==> config.mk <==
export PLATFORM = sky130hd
export DESIGN_NAME = simd_lane_alu
export DESIGN_NICKNAME = d
export VERILOG_FILES = /design/src/rtl/simd_lane_alu.sv
export SDC_FILE = /design/constraint.sdc
export NUM_CORES = 1
export LEC_CHECK = 0
export ABC_AREA = 1
export ABC_CLOCK_PERIOD_IN_PS = 2130
export BUFFER_PORTS_ARGS = -buffer_cell sky130_fd_sc_hd__buf_2
export CAP_MARGIN = 20
export CELL_PAD_IN_SITES_DETAIL_PLACEMENT = 0
export CELL_PAD_IN_SITES_GLOBAL_PLACEMENT = 1
export CORE_UTILIZATION = 42
export DETAILED_ROUTE_END_ITERATION = 10
export PLACE_DENSITY = 0.93
export SYNTH_ARGS = -nofsm -noshare
export SYNTH_HDL_FRONTEND = slang
export SYNTH_SLANG_ARGS = --single-unit
==> constraint.sdc <==
create_clock -name clk -period 2.13 [get_ports clk]
set_input_delay 0.426 -clock clk [delete_from_list [all_inputs] [get_ports clk]]
set_output_delay 0.426 -clock clk [all_outputs]
set_load 0.1 [all_outputs]
==> src/rtl/simd_lane_alu.sv <==
module simd_lane_alu #(
  parameter int SLICE_W = 8
) (
  input  logic                   clk,
  input  logic                   rst_n,
  input  logic                   op_valid,
  input  logic [2:0]             opcode,
  input  logic [1:0]             lane_mode,
  input  logic                   is_unsigned,
  input  logic [4*SLICE_W-1:0]   a,
  input  logic [4*SLICE_W-1:0]   b,
  output logic [4*SLICE_W-1:0]   result,
  output logic [3:0]             lane_ovf
);
  localparam int NS   = 4;
  localparam int HALF = NS / 2;
  localparam int DW   = NS * SLICE_W;

  localparam logic [2:0] OP_ADD  = 3'd0;
  localparam logic [2:0] OP_SUB  = 3'd1;
  localparam logic [2:0] OP_MIN  = 3'd2;
  localparam logic [2:0] OP_MAX  = 3'd3;
  localparam logic [2:0] OP_ABS  = 3'd4;
  localparam logic [2:0] OP_NEG  = 3'd5;
  localparam logic [2:0] OP_SON  = 3'd6;
  localparam logic [2:0] OP_SOFF = 3'd7;

  localparam logic [SLICE_W-1:0] ONES = '1;
  localparam logic [SLICE_W-1:0] MAXP = {1'b0, {(SLICE_W-1){1'b1}}};
  localparam logic [SLICE_W-1:0] MINN = {1'b1, {(SLICE_W-1){1'b0}}};

  logic sat_q;
  logic quad, dual;
  logic unary, minmax, subl;
  logic [DW-1:0] x, y, sum, res_c;
  logic [NS:0]   carry;
  logic [NS-1:0] sov, ovf_raw, lt, hi, ovf_eff, neg_take;
  logic [3:0]    ovf_c;

  assign quad   = lane_mode[1];
  assign dual   = (lane_mode == 2'b01);
  assign unary  = (opcode == OP_ABS) || (opcode == OP_NEG);
  assign minmax = (opcode == OP_MIN) || (opcode == OP_MAX);
  assign subl   = (opcode == OP_SUB) || unary || minmax;

  assign x        = unary ? '0 : a;
  assign y        = subl ? ~(unary ? a : b) : b;
  assign carry[0] = subl;

  for (genvar i = 0; i < NS; i++) begin : g_slice
    localparam bit DSTART = (i % HALF) == 0;
    localparam bit DTOP   = (i % HALF) == HALF - 1;
    localparam int TD     = (i / HALF) * HALF + HALF - 1;
    logic             st, top, ci, xm, ym, sm;
    logic [1:0]       ti;
    logic [SLICE_W-1:0] xs, ys, as, bs, ss, clampv, arith, pick;

    assign xs = x[i*SLICE_W +: SLICE_W];
    assign ys = y[i*SLICE_W +: SLICE_W];
    assign as = a[i*SLICE_W +: SLICE_W];
    assign bs = b[i*SLICE_W +: SLICE_W];

    assign st  = (i == 0) | quad | (dual & DSTART);
    assign top = (i == NS - 1) | quad | (dual & DTOP);
    assign ci  = st ? subl : carry[i];
    assign {carry[i+1], ss} = {1'b0, xs} + {1'b0, ys} + {{SLICE_W{1'b0}}, ci};
    assign sum[i*SLICE_W +: SLICE_W] = ss;

    assign xm = xs[SLICE_W-1];
    assign ym = ys[SLICE_W-1];
    assign sm = ss[SLICE_W-1];
    assign sov[i]      = (xm == ym) & (sm != xm);
    assign ovf_raw[i]  = is_unsigned ? (carry[i+1] ^ subl) : sov[i];
    assign lt[i]       = is_unsigned ? ~carry[i+1] : (sm ^ sov[i]);
    assign hi[i]       = is_unsigned ? ~subl : ~xm;
    assign neg_take[i] = ~is_unsigned & as[SLICE_W-1];
    assign ovf_eff[i]  = minmax ? 1'b0 :
                         (opcode == OP_ABS) ? (neg_take[i] & sov[i]) : ovf_raw[i];

    assign ti = quad ? 2'(i) : dual ? 2'(TD) : 2'(NS - 1);

    assign clampv = hi[ti] ? ((top & ~is_unsigned) ? MAXP : ONES)
                           : ((top & ~is_unsigned) ? MINN : '0);
    assign arith  = (sat_q & ovf_eff[ti]) ? clampv : ss;
    assign pick   = ((opcode == OP_MIN) ? lt[ti] : ~lt[ti]) ? as : bs;

    assign res_c[i*SLICE_W +: SLICE_W] =
        minmax ? pick :
        ((opcode == OP_ABS) & ~neg_take[ti]) ? as : arith;
  end

  for (genvar k = 0; k < NS; k++) begin : g_flag
    if (k == 0) begin : g_l0
      assign ovf_c[k] = quad ? ovf_eff[0] : dual ? ovf_eff[HALF-1] : ovf_eff[NS-1];
    end else if (k < 2) begin : g_l1
      assign ovf_c[k] = quad ? ovf_eff[k] : dual ? ovf_eff[k*HALF+HALF-1] : 1'b0;
    end else begin : g_lq
      assign ovf_c[k] = quad & ovf_eff[k];
    end
  end

  always_ff @(posedge clk or negedge rst_n) begin
    if (!rst_n) begin
      sat_q    <= 1'b0;
      result   <= '0;
      lane_ovf <= '0;
    end else if (op_valid) begin
      if (opcode == OP_SON || opcode == OP_SOFF) begin
        sat_q    <= (opcode == OP_SON);
        result   <= '0;
        lane_ovf <= '0;
      end else begin
        result   <= res_c;
        lane_ovf <= ovf_c;
      end
    end
  end
endmodule


# --- Word-level counts from Yosys, hierarchy flattened ---
# Cells that the tools add are included.
totals:
  ff_bits: 37
  out_inout_bits: 36
  word_cells: 178
op_classes:
  n_addsub: 8
  magnitude_cmp: 3
  eq_ne: 16
  n_mux: 90
  n_bitwise: 52
  n_reduce_logical: 6
op_table:
  columns: ["cell", "n"]
  rows:
  - ["2-to-1 mux 8 bit", 26]
  - ["2-to-1 mux 32 bit", 4]
  - ["2-to-1 mux 1 bit", 44]
  - ["adder 8 x 8 -> 9 bit", 4]
  - ["adder 9 x 1 -> 9 bit", 4]
  - ["inverter 32 bit", 1]
  - ["AND 1 bit", 24]
  - ["binary-select mux 1 bit (select 2 bit)", 12]
  - ["inverter 1 bit", 18]
  - ["equality test 3 bit, second input constant", 4]
  - ["< comparator 2 x 3 -> 1 bit, second input constant", 3]
  - ["XOR 1 bit", 8]
  - ["equality test 3 x 2 -> 1 bit, second input constant", 2]
  - ["2-to-1 mux 2 bit", 3]
  - ["logical OR 1 bit", 5]
  - ["equality test 1 bit", 4]
  - ["2-to-1 mux 4 bit", 1]
  - ["!= test 1 bit", 4]
  - ["equality test 3 x 1 -> 1 bit, second input constant", 1]
  - ["equality test 2 x 1 -> 1 bit, second input constant", 1]
  - ["AND reduction 2 bit", 1]
  - ["bitwise OR 1 bit", 1]

# --- Depth between registers and ports, before layout ---
# Gate-level depths: netlist of run 1.
depth:
  depth_word: 25
  depth_mapped: 49
  ltp_nobuf: 48

# --- Worst setup path after synthesis of run 1 ---
# OpenSTA, ideal clock, no wires.
synth_timing:
  path_kind: "input port to flip-flop"
  start: "input opcode[2]"
  end: "register result[0]"
  t_arrival_ns: 8.314
  setup_slack_ns: -6.304
  path_stages: 48
  path_cell_list: "inv_2 > nand2_2 > nand3_2 > buf_4 > clkbuf_1 > o211ai_1 > o21ai_0 > fa_1 > fa_1 > inv_1 > nand2_1 > nand2_1 > nand3_1 > nand2_1 > o21ai_0 > fa_1 > fa_1 > inv_1 > [12 not listed] > o21ai_0 > a21oi_1 > o21bai_1 > nand2_1 > nand2_1 > a21oi_1 > fa_1 > inv_1 > nand2_1 > nand2_1 > a21oi_4 > nand2_4 > nand2_4 > nand4_2 > nand3_1 > nand2_1 > nand2_1 > nand2_1"
synth_via:
  elab_chain_cells: 25
synth_lines:
  columns: ["item", "line_no", "rtl"]
  rows:
  - ["start: declaration", "7", "input logic [2:0] opcode,"]
  - ["equality test 3 bit (on tied branches)", "42, 78, 89", null]
  - ["logical OR 1 bit", "42", "assign unary = (opcode == OP_ABS) || (opcode == OP_NEG);"]
  - ["2-to-1 mux 32 bit / logical OR 1 bit (equally long branches)", "47, 44", null]
  - ["inverter 32 bit / logical OR 1 bit (equally long branches)", "47, 44", null]
  - ["2-to-1 mux 32 bit", "47", "assign y = subl ? ~(unary ? a : b) : b;"]
  - ["adder 8 x 8 -> 9 bit", "66", "assign {carry[i+1], ss} = {1'b0, xs} + {1'b0, ys} + {{SLICE_W{1'b0}}, ci};"]
  - ["adder 9 x 1 -> 9 bit", "66", null]
  - ["2-to-1 mux 1 bit", "65", "assign ci = st ? subl : carry[i];"]
  - ["[9 not listed]", null, null]
  - ["2-to-1 mux 1 bit", "77", "assign ovf_eff[i] = minmax ? 1'b0 :"]
  - ["binary-select mux 1 bit (select 2 bit)", "84", "assign arith = (sat_q & ovf_eff[ti]) ? clampv : ss;"]
  - ["2-to-1 mux 1 bit (not written as such)", "84", null]
  - ["AND 1 bit", "84", null]
  - ["2-to-1 mux 8 bit", "84", null]
  - ["2-to-1 mux 8 bit", "89", "((opcode == OP_ABS) & ~neg_take[ti]) ? as : arith;"]
  - ["2-to-1 mux 8 bit", "88", "minmax ? pick :"]
  - ["2-to-1 mux 32 bit *", "108", "if (opcode == OP_SON || opcode == OP_SOFF) begin"]
  - ["end signal: assignment", "113", "result <= res_c;"]
  - ["end: declaration", "12", "output logic [4*SLICE_W-1:0] result,"]
# Every way passes the cells marked *; elsewhere a longest branch is shown, timed or not. The select of a mux whose other input is x is not followed.
# A chain may end at the register's enable or synchronous reset.

# --- Final worst setup path of run 1 ---
layout_timing:
  start: "input opcode[1]"
  end: "register result[21]"
# The elaborated chain is that of the path after synthesis.

==> run_results.csv, run 1 <==
group,metric,value,unit
floorplanning,rows,42,
cells_and_area,regArea,926,um^2
power_and_ir_drop,leakage,5.20,nW
worst_setup_path,critPathKind,"primary input to register",
cts,clkSinkCount,37,
global_route,grt_usage,0.316,
yosys,synth_common_cells,"nand2_1, inv_1, nand3_1, o21ai_0, nor2_1",
global_route,met1_usage,0.402,
global_route,grt_max_degree,47,
global_route,grtUsageMet2,0.507,
timing,hold_violations,0,
cts,cts_hold_buf,0,
cells_and_area,fillCellCount,1183,
cts,clock_latency,0.31,ns
timing,rsz0062_at_grt,"yes",
worst_setup_path,cp-start-kind,"primary input",
detailed_routing,dr.first_iter.drc_count,741,
global_route,gr-total-overflow,0,
floorplanning,dieArea,0.0143,mm^2
yosys,syn-num-nets,1125,
cells_and_area,area_growth,55.5,%
global_route,grt_pass1_vias,7602,
cells_and_area,multi_input_area,0.00455,mm^2
detailed_routing,routed_wl,23300,um
power_and_ir_drop,powerDensity,708,mW/mm^2
global_route,grt_pass1_wl,36100,um
floorplanning,design.core.area,0.0133,mm^2
worst_setup_path,crit_required,2.33,ns
place,place_congestion,0.967,
yosys,async_flop_share,1.00,
global_route,use_met3,0.0680,
cts,cts_max_level,2,
place,hpwl,15300,um
power_and_ir_drop,finalPower,0.00639,W
worst_setup_path,crit_end,"result[21]",
place,io_buffers,108,
cts,cts_made_buffers,5,
yosys,synth.avg_cell_area,5.74,um^2
detailed_routing,drcViolationCount,0,
yosys,ys_ff_latch,37,
worst_setup_path,cpMostUsedCell,"nand2_2",
worst_setup_path,crit_path_end_kind,"register",
hold_path,hp-class,"primary input to asynchronous set/reset pin",
yosys,netlist_top_cells_area,"nand2_1, dfrtp_1, nand3_1",
timing,period_share,3.41,
timing,relSlewSlack,0.481,
floorplanning,fp.dieH,120,um
outcome,violations,"negative setup slack",
cts,cts_tree,"built",
timing,tightestPinTransition,0.778,ns
yosys,synth_flop_cell,"dfrtp_1",
cells_and_area,n_antenna_cell,0,
cells_and_area,nNetsFinal,1457,
place,dpl_cell_area,0.00812,mm^2
cells_and_area,fin_area,0.00902,mm^2
worst_setup_path,r2r_start,"sat_q",
timing,finalMaxSlewViolations,0,
worst_setup_path,reg2reg_depth,8,
timing,fmax,0.138,GHz
floorplanning,num_io_pins,109,
worst_setup_path,startpoint,"opcode[1]",
worst_setup_path,path_delay_family,"adder cells",
yosys,ys_types,41,
cells_and_area,layout-drive-gt1-share,0.361,
timing,setup_ws,-5.13,ns
global_route,antenna_found_initial,0,
yosys,synthCells,1012,
yosys,yosys.area.top_type,"nand2_1",
yosys,synth_edf_count,0,
cts,cts-root-buf,"clkbuf_16",
cts,clk_path_buf_depth,2,
yosys,netlist.area_leader.share,0.214,
yosys,syn-cell-area,0.00580,mm^2
cts,clkTransAtPathRegs,0.07,ns
detailed_routing,num_vias,8139,
floorplanning,die_x,120,um
detailed_routing,via_per_inst,5.35,
detailed_routing,detail-route-antenna-nets,0,
timing,finalSetupViolCount,36,
worst_setup_path,cpPeakStageDelay,0.52,ns
yosys,yosysMostFrequentCell,"nand2_1",
worst_setup_path,worst-path-stages,47,
yosys,yosysSeqAreaShare,0.160,
worst_setup_path,r2r_slack,0.42,ns
detailed_routing,drt_pass1_iterations,6,
worst_setup_path,crit_slowest_cell,"fa_1",
timing,fin_skew,0.0113,ns
worst_setup_path,cp.buffers_inverters,7,
floorplanning,initial_core_util,0.435,
yosys,yosysWarnings,0,
global_route,grt.busiest_layer,"met2",
worst_setup_path,critPathMaxFanout,7,
outcome,outcome,"complete, but fails checks",
power_and_ir_drop,ir_drop,0.396,mV
flow_run,maxCapViolCount,0,
detailed_routing,wire_per_inst,15.3,um
worst_setup_path,r2r-end,"result[7]",
timing,fin_crit,7.26,ns
worst_setup_path,crit_arrival,7.45,ns
-- per-layer routing --
| metal | routed length [um] | part of all wire | vias to the layer above |
|---|---|---|---|
| li1 | - | - | 3928 |
| met1 | 9350 | 0.40 | 3630 |
| met2 | 10500 | 0.45 | 473 |
| met3 | 2430 | 0.10 | 108 |
| met4 | 1000 | 0.043 | 0 |
| met5 | 0 | 0 | - |
-- timing repair --
action	4_1_cts	5_1_grt
gates cloned	0	1
setup buffers	50	11
pin swaps	22	31
setup endpoints to repair	36	36
endpoints found under the hold margin	0	0
gates resized for setup	34	42
-- state kept, by name, summed over array words and instances (netlist names) --
signal	cells
lane_ovf	4
result	32
sat_q	1
-- worst reg2reg max path, cell delays in order, from the launching register on --
cell and delay (ns):
dfrtp_1 0.72, inv_1 0.15, a21oi_4 0.23, nand3_4 0.17, nand2_2 0.11, nand3_2 0.06
nand2_2 0.10, nand2_1 0.05, nand2_1 0.05
-- final cells by class --
cell class	instances	share of cell area
multi-input combinational	786	0.504
sequential	37	0.103
tap	176	0.0244
timing repair buffer	360	0.281
inverter	154	0.0661
clock inverter	3	0.00721
clock buffer	5	0.0139
-- report_power, final --
part / total, W / internal (W) / switching (W)
logic: 0.00444 / 0.00160 / 0.00283
clock network: 0.00101 / 0.000670 / 0.000341
registers: 0.000941 / 0.000845 / 0.0000967
-- cells in the final DEF (no fill, tap or decap), drive strengths merged, types with 2 or more instances in the layout --
cell type  instances
bufinv             2
nor2              49
o21bai             7
ha                28
xnor2              7
buf              360
inv              153
a31oi              2
nand4              7
nand3b             2
clkinv             2
clkbuf             5
or2                5
o21ai            103
a21oi             40
o221ai             2
nand2            338
nand3            151
fa                12
nor3               3
o211ai            17
xor2              10
dfrtp             37
-- logic make-up (layout without fill, tap and decap cells) --
| group | Yosys count | count (layout) | synth area share |
|---|---|---|---|
| adder cells (fa/ha/maj) | 40 | 40 | 0.102 |
| AND/OR/NAND/NOR | 554 | 555 | 0.418 |
| AO/OA/AOI/OAI | 174 | 174 | 0.171 |
| flip-flops | 37 | 37 | 0.160 |
| buffers and inverters | 190 | 522 | 0.124 |
| XOR/XNOR | 17 | 17 | 0.0257 |
-- stage by stage --
stage          std cells  utilization  TNS [ns]  hold WS, ns  worst slack [ns]
5_1_grt             1521        0.676   -189.97        0.132             -5.45
3_5_place_dp        1452        0.608   -187.12        0.435             -5.33
6_report            1521        0.676   -177.83        0.102             -5.13
3_3_place_gp        1452        0.608   -181.91        0.429             -5.19
2_1_floorplan       1012            -   -173.88        0.130             -4.95
4_1_cts             1510        0.659   -167.66        0.118             -4.78
-- worst min path at each step --
stage	from	to
floorplan	rst_n	lane_ovf[0]
global placement	rst_n	result[19]
detailed placement	rst_n	result[20]
CTS	rst_n	result[20]
global route	rst_n	result[20]
finish	rst_n	result[20]
(Power assumes the default switching activity.)
==> run 2, diff against run 1 <==
--- a/config.mk
+++ b/config.mk
@@ -6,7 +6,7 @@
 export NUM_CORES = 1
 export LEC_CHECK = 0
 export ABC_AREA = 1
-export ABC_CLOCK_PERIOD_IN_PS = 2130
+export ABC_CLOCK_PERIOD_IN_PS = 8600
 export BUFFER_PORTS_ARGS = -buffer_cell sky130_fd_sc_hd__buf_2
 export CAP_MARGIN = 20
 export CELL_PAD_IN_SITES_DETAIL_PLACEMENT = 0
==> constraint.sdc (replaced) <==
create_clock -name clk -period 8.6 [get_ports clk]
set_input_delay 1.72 -clock clk [delete_from_list [all_inputs] [get_ports clk]]
set_output_delay 1.72 -clock clk [all_outputs]
set_load 0.1 [all_outputs]
==> run 2 against run 1 <==
Net effect:
- the run now ends clean
- setup slack improved by 5.3 ns
- combinational power is 79% lower
- final area down 16%
- register-to-register slack better by 6.4 ns
- clock-buffer cell count grew 2
==> run_results.csv, run 2 (synthesized netlist as in run 1, its figures left out) <==
group,metric,value,unit
floorplanning,num_io_pins,109,
floorplanning,initial_core_util,0.435,
global_route,grt_pass1_vias,6578,
cts,clk_path_buf_depth,2,
worst_setup_path,cpMostUsedCell,"nand2_2",
timing,relSlewSlack,0.337,
cells_and_area,layout_commonest_cell,"nand2_1",
global_route,use_met3,0.0371,
floorplanning,die_x,120,um
global_route,grt_pass1_wl,32100,um
detailed_routing,detail-route-antenna-nets,0,
cells_and_area,reg_top3,"result: 32 flops, lane_ovf: 4 flops, sat_q: 1 flops",
worst_setup_path,path_delay_family,"adder cells",
timing,fmax,0.118,GHz
cells_and_area,regArea,926,um^2
place,hpwl,14200,um
timing,hold_violations,0,
worst_setup_path,cpPeakStageDelay,0.52,ns
timing,rsz0062_at_grt,"yes",
cells_and_area,largest_reg_flops,32,
detailed_routing,num_vias,7155,
detailed_routing,routed_wl,20000,um
timing,period_share,0.983,
worst_setup_path,crit_arrival,8.69,ns
cts,cts-root-buf,"clkbuf_16",
timing,setup_tns,0,ns
global_route,grt_max_degree,46,
place,place_congestion,1.00,
cts,cts_made_buffers,5,
floorplanning,design.core.area,0.0133,mm^2
cts,clkTransAtPathRegs,0.06,ns
cts,cts_max_level,2,
timing,finalMaxSlewViolations,0,
timing,fin_skew,0.0111,ns
cells_and_area,nNetsFinal,1296,
detailed_routing,drcViolationCount,0,
worst_setup_path,crit_required,8.83,ns
detailed_routing,drt_pass1_iterations,5,
hold_path,hp-class,"register to register",
global_route,grt.busiest_layer,"met2",
detailed_routing,dr.first_iter.drc_count,569,
flow_run,maxCapViolCount,0,
timing,finalSetupViolCount,0,
global_route,gr-total-overflow,0,
worst_setup_path,critPathKind,"primary input to register",
cells_and_area,fillCellCount,1369,
cells_and_area,n_antenna_cell,0,
worst_setup_path,crit_slowest_cell,"fa_1",
cts,clock_latency,0.30,ns
cells_and_area,multi_input_area,0.00442,mm^2
global_route,antenna_found_initial,0,
power_and_ir_drop,leakage,4.36,nW
cells_and_area,area_growth,30.9,%
cells_and_area,layout-drive-gt1-share,0.259,
detailed_routing,wire_per_inst,14.7,um
outcome,outcome,"complete, no violations",
worst_setup_path,cp-start-kind,"primary input",
power_and_ir_drop,powerDensity,183,mW/mm^2
global_route,grtUsageMet2,0.448,
cells_and_area,most-common-layout-cells,"nand2_1, inv_1, nand3_1",
floorplanning,rows,42,
cts,cts_tree,"built",
timing,fin_crit,8.45,ns
floorplanning,fp.dieH,120,um
global_route,grt_usage,0.280,
global_route,met1_usage,0.389,
cts,clkSinkCount,37,
worst_setup_path,crit_path_end_kind,"register",
detailed_routing,via_per_inst,5.26,
floorplanning,dieArea,0.0143,mm^2
worst_setup_path,critPathMaxFanout,8,
worst_setup_path,cp.buffers_inverters,6,
timing,tightestPinTransition,0.995,ns
place,io_buffers,108,
power_and_ir_drop,finalPower,0.00139,W
power_and_ir_drop,ir_drop,0.134,mV
cells_and_area,top_register,"result",
## run 2: path summary, 6_finish.rpt
check / start / to / slack, ns / depth (start not counted)
hold reg to reg: result[2] / result[2] / 0.47 / 2
setup reg to reg: sat_q / result[4] / 6.79 / 8
max in group asynchronous: rst_n / result[18] / 6.40 / 1
min in group asynchronous: rst_n / result[30] / 1.60 / 1
hold / removal: result[2] / result[2] / 0.47 / 2
setup / recovery: opcode[1] / result[18] / 0.15 / 49
## run 2: final cells by class
type | instances | area share
flip-flops and latches | 37 | 0.122
well taps | 176 | 0.0290
clock buffers | 7 | 0.0188
repair buffers | 200 | 0.168
inverters | 154 | 0.0769
multi-input cells | 785 | 0.582
clock inverters | 1 | 0.00395
## run 2: layer usage
metal  share of wire  vias to the layer above
met1            0.46                     3214
li1                -                     3612
met2            0.45                      296
met3           0.065                       33
met5               0                        -
met4           0.023                        0
## run 2: through the flow
step	utilization	cells	setup WS, ns	instance area (um^2)	hold slack [ns]
final	0.569	1360	0.146	7600	0.470
after CTS	0.550	1347	0.00204	7350	0.476
after global placement	0.519	1315	-0.175	6920	0.456
after floorplan	-	1012	0.0436	5880	0.683
after global routing	0.569	1360	-0.263	7600	0.485
after detailed placement	0.519	1315	-0.384	6920	0.460
## run 2: what timing repair did
action	CTS	global route
pin swaps	20	44
gates resized for setup	19	50
endpoints found under the setup margin	28	35
setup buffers	24	13
cloned	0	0
hold buffers	0	0
## run 2: report_power, final
group,switching [W],internal [W],leakage (nW)
combinational,0.000638,0.000288,3.81
clock,0.0000823,0.000145,0.0841
sequential,0.0000244,0.000209,0.467
total,0.000745,0.000643,4.36
## run 2: worst register-to-register path: stages, from the launching register on
cell and delay (ns):
dfrtp_1 0.76, inv_1 0.17, a21oi_4 0.22, nand3_4 0.20
nand2_2 0.12, nand3_2 0.07, nand2_1 0.08, nand2_1 0.07
nand2_1 0.06
